[config.mk]
export PLATFORM = sky130hd
export DESIGN_NAME = flash_ctrl_seq
export DESIGN_NICKNAME = d
export VERILOG_FILES = /design/src/rtl/flash_ctrl_seq.sv
export SDC_FILE = /design/constraint.sdc
export NUM_CORES = 1
export LEC_CHECK = 0
export BUFFER_PORTS_ARGS = -buffer_cell sky130_fd_sc_hd__clkbuf_2
export CORE_ASPECT_RATIO = 0.6
export CORE_MARGIN = 2
export CORE_UTILIZATION = 56
export DETAILED_ROUTE_END_ITERATION = 8
export PLACE_DENSITY = 0.84
export RECOVER_POWER = 25
export SLEW_MARGIN = 30
export SYNTH_ARGS = -nofsm -noshare
export SYNTH_HDL_FRONTEND = slang
export SYNTH_SLANG_ARGS = --single-unit
[constraint.sdc]
create_clock -name clk -period 2.9 [get_ports clk]
set_input_delay 0.58 -clock clk [delete_from_list [all_inputs] [get_ports clk]]
set_output_delay 0.58 -clock clk [all_outputs]
set_load 0.02 [all_outputs]
[src/rtl/flash_ctrl_seq.sv]
module flash_ctrl_seq #(
  parameter int NUM_BLOCKS = 8,
  localparam int BW = (NUM_BLOCKS > 1) ? $clog2(NUM_BLOCKS) : 1
) (
  input  logic          clk,
  input  logic          rst_n,
  input  logic          reg_we,
  input  logic [3:0]    reg_wdata,
  output logic [7:0]    reg_rdata,
  output logic          read_user_area,
  input  logic          cmd_valid,
  input  logic [1:0]    cmd_op,
  input  logic [BW-1:0] cmd_blk,
  output logic          arr_start,
  output logic [1:0]    arr_op,
  output logic [BW-1:0] arr_blk,
  input  logic          arr_done,
  input  logic          arr_fail
);
  localparam logic [1:0] OP_PROG  = 2'd0;
  localparam logic [1:0] OP_ERASE = 2'd1;
  localparam logic [1:0] OP_LOCK  = 2'd2;
  localparam logic [1:0] OP_QUERY = 2'd3;

  logic                  en_q, lkoff_q, stop_q, user_q;
  logic                  busy_q, perr_q, eerr_q, lstat_q, unlock_q;
  logic [NUM_BLOCKS-1:0] lock_q;

  wire accept   = cmd_valid && en_q && !stop_q && !busy_q;
  wire arr_cmd  = (cmd_op == OP_PROG) || (cmd_op == OP_ERASE);
  wire blocked  = arr_cmd && !lock_q[cmd_blk] && !lkoff_q;

  assign reg_rdata      = {lstat_q, eerr_q, perr_q, !busy_q, user_q, stop_q, lkoff_q, en_q};
  assign read_user_area = user_q;

  always_ff @(posedge clk or negedge rst_n) begin
    if (!rst_n) begin
      {user_q, stop_q, lkoff_q, en_q} <= '0;
      busy_q    <= 1'b0;
      arr_start <= 1'b0;
      arr_op    <= OP_PROG;
      arr_blk   <= '0;
      perr_q    <= 1'b0;
      eerr_q    <= 1'b0;
      lstat_q   <= 1'b0;
      unlock_q  <= 1'b0;
      lock_q    <= '1;
    end else begin
      arr_start <= 1'b0;
      if (reg_we) {user_q, stop_q, lkoff_q, en_q} <= reg_wdata;
      if (stop_q) begin
        busy_q <= 1'b0;
      end else if (busy_q) begin
        if (arr_done) begin
          busy_q <= 1'b0;
          case (arr_op)
            OP_PROG:  perr_q <= arr_fail;
            OP_ERASE: begin
              eerr_q <= arr_fail;
              if (!arr_fail && unlock_q) lock_q[arr_blk] <= 1'b1;
            end
            default: begin
              if (arr_fail) perr_q <= 1'b1;
              else          lock_q[arr_blk] <= 1'b0;
            end
          endcase
        end
      end else if (accept) begin
        if (cmd_op == OP_QUERY) begin
          lstat_q <= lock_q[cmd_blk];
        end else if (!arr_cmd || user_q) begin
          if (cmd_op == OP_PROG)  perr_q <= blocked;
          if (cmd_op == OP_ERASE) eerr_q <= blocked;
          if (!blocked) begin
            busy_q    <= 1'b1;
            arr_start <= 1'b1;
            arr_op    <= cmd_op;
            arr_blk   <= cmd_blk;
            unlock_q  <= lkoff_q;
          end
        end
      end
    end
  end
endmodule


==> results_dict.tcl <==
set metrics [dict create \
    min_from "unlock_q$_DFFE_PN0P_" \
    drtIter0Drc 95 \
    drive_gt1_frac 0.520 \
    grt_pass1_vias 842 \
    hold_end "unlock_q$_DFFE_PN0P_" \
    clkLatencyLatePin_ns 0.26 \
    setup_viol 0 \
    synth_area_sq_um 1240 \
    globalplace.congestion 0.868 \
    synth_seq_cells 23 \
    worstMarginPinSlew_ns 1.13 \
    drc 0 \
    p_leak_nw 0.630 \
    final_common_cell "clkbuf_2" \
    layout_min_cycle_time_ns 2.10 \
    grt_max_degree 24 \
    syn_nets 118 \
    finalHoldViolations 0 \
    grtUsageTotal 0.206 \
    first_pass_iters 4 \
    rows 13 \
    antenna_found_initial 0 \
    holdBufCountCts 0 \
    cts.root.buffer_cell "clkbuf_8" \
    dp_hpwl_microns 1860 \
    worstSetupPathType "in2reg" \
    coreArea_sq_um 2130 \
    max_slew_margin 0.249 \
    routed_via_density 5.86 \
    p_int_mw 0.581 \
    die_h_microns 40.5 \
    dr_total_vias 909 \
    crit_path_max_fanout 6 \
    clockBufferDepth 2 \
    clock-skew-final_ns 0.00145 \
    reg2reg_slack_ns 0.91 \
    cp_cell_sequence "clkbuf_2 -> mux2_2 -> mux4_2 -> o31a_4 -> mux2_4" \
    fmax_ghz 0.477 \
    finalWorstSetupSlack_ns 0.803 \
    pin_count 30 \
    ir_drop_mv 0.349 \
    fin_nets 141 \
    htreeDepth 1 \
    cts_setup_buffers 0 \
    slowest_delay_ns 0.53 \
    clk_pin_slew_worst_paths_ns 0.07 \
    stdcell_area_sq_um 1400 \
    synth_seq_area_share 0.470 \
    syn_area_per_cell_sq_um 12.1 \
    yosysUniqueCellTypes 34 \
    wl_per_cell_microns 15.8 \
    drv_slew 0 \
    grt_pass1_wl_microns 3800 \
    worstReg2RegStart "busy_q$_DFF_PN0_" \
    pwr-share-comb 0.283 \
    p_clk_frac 0.218 \
    switching_share 0.340 \
    cpMaxStageDelayCell "mux4_2" \
    port_buffers 29 \
    rr_worst_depth 4 \
    power.density_nw_per_um2 628 \
    holdCritPathClass "reg2reg" \
    mostFrequentLayoutCells "clkbuf_2, mux2_2, dfrtp_1, dfstp_2, nand2_1" \
    ant_nets 0 \
    cts_buffers 3 \
    status "finished, final reports clean" \
    min_period_over_period 0.723 \
    switchingPower_mw 0.299 \
    rsz0062_at_grt "false" \
    arrival_ns 2.25 \
    dp_slack_ns 0.530 \
    die_area_sq_um 2630 \
    die_w_microns 64.9 \
    n_antenna_cell 0 \
    pwr-share-seq 0.499 \
    grt_overflow 0 \
    totalWireLength_microns 2450 \
    cts.sinks 23 \
    cts_resized 0 \
    start_util 0.584 \
    place_area_sq_um 1360 \
    critPathCaptureType "flip-flop" \
    syn_inst 103 \
    critPathLaunchType "input port" \
    ys_warn_count 0 \
    worstPathRequired_ns 3.05 \
    min_path_cells 1 \
    syn_to_final_growth_pct 12.6 \
    max_cap_violations 0 \
    setup_tns_ns 0 \
    cts_tree "done" \
]
per-stage QoR:
stage	total power [mW]	util	cells	hold slack, ns
finish	0.880	0.658	155	0.513
global route	0.930	0.658	155	0.532
CTS	0.886	0.658	155	0.303
detailed placement	0.691	0.637	151	0.490
global placement	0.684	0.637	151	0.487
floorplan	0.618	-	103	0.284
kinds of logic (layout without fill, tap and decap cells):
logic type	Yosys count	in the layout	synth area share
DFF	23	23	0.470
muxes	23	23	0.229
and+or+nand+nor	31	31	0.148
buffers and inverters	12	34	0.0593
AOI/OAI and AO/OA	14	14	0.0935
layout make-up:
cell class | instances | area (sq um)
tap | 30 | 37.5
inverter | 1 | 3.75
multi-input combinational | 68 | 586
fill | 160 | 729
sequential | 23 | 586
timing repair buffer | 29 | 144
clock buffer | 4 | 45.0
power by group through the flow:
stage	logic, mW	registers [mW]	clock network [mW]
after floorplan	0.167	0.450	0
after global placement	0.244	0.440	0
after detailed placement	0.249	0.442	0
after CTS	0.251	0.436	0.199
after global routing	0.267	0.447	0.216
final	0.249	0.439	0.191
metal layers:
metal,part of all wire,vias to the layer above,track usage
li1,-,419,-
met1,0.46,430,0.287
met2,0.43,52,0.284
met3,0.083,8,0.0674
met4,0.023,0,0.112
met5,0,-,0
cell usage after synthesis (all sizes together):
library cell | n | area (sq um)
o31ai | 2 | 15.0
a31o | 1 | 8.76
mux2 | 22 | 263
o21ai | 2 | 10.0
a21oi | 2 | 10.0
or2 | 1 | 6.26
dfrtp | 15 | 375
nand3 | 5 | 25.0
nor3b | 1 | 7.51
nand2b | 4 | 25.0
and3b | 1 | 8.76
o31a | 1 | 17.5
o22ai | 1 | 6.26
a2111oi | 1 | 15.0
a21boi | 1 | 7.51
or4 | 2 | 15.0
buf | 9 | 62.6
nand2 | 6 | 22.5
or4b | 1 | 10.0
nor4 | 2 | 12.5
nor2b | 3 | 18.8
nor4b | 1 | 8.76
mux4 | 1 | 22.5
inv | 1 | 3.75
a22o | 2 | 17.5
clkbuf | 2 | 7.51
o41ai | 1 | 8.76
dfstp | 8 | 210
nor2 | 1 | 3.75
nor3 | 1 | 5.00
nand3b | 2 | 15.0
worst max-delay path: cells and delay by family:
kind | cells | cell delay (ns)
muxes | 3 | 1.17
AOI/OAI and AO/OA | 1 | 0.35
buffers and inverters | 1 | 0.14
worst max-delay path by stage:
stage,slack (ns),end,cells after the start,from
CTS,0.81,arr_blk[1]$_DFFE_PN0P_,5,cmd_blk[0]
global placement,0.56,arr_blk[0]$_DFFE_PN0P_,5,cmd_blk[0]
floorplan,0.76,arr_blk[0]$_DFFE_PN0P_,4,cmd_blk[0]
detailed placement,0.53,arr_blk[1]$_DFFE_PN0P_,5,cmd_blk[0]
finish,0.80,arr_blk[1]$_DFFE_PN0P_,5,cmd_blk[0]
global route,0.77,arr_blk[0]$_DFFE_PN0P_,5,cmd_blk[0]
Note: power is estimated with default switching activity, not from simulation.
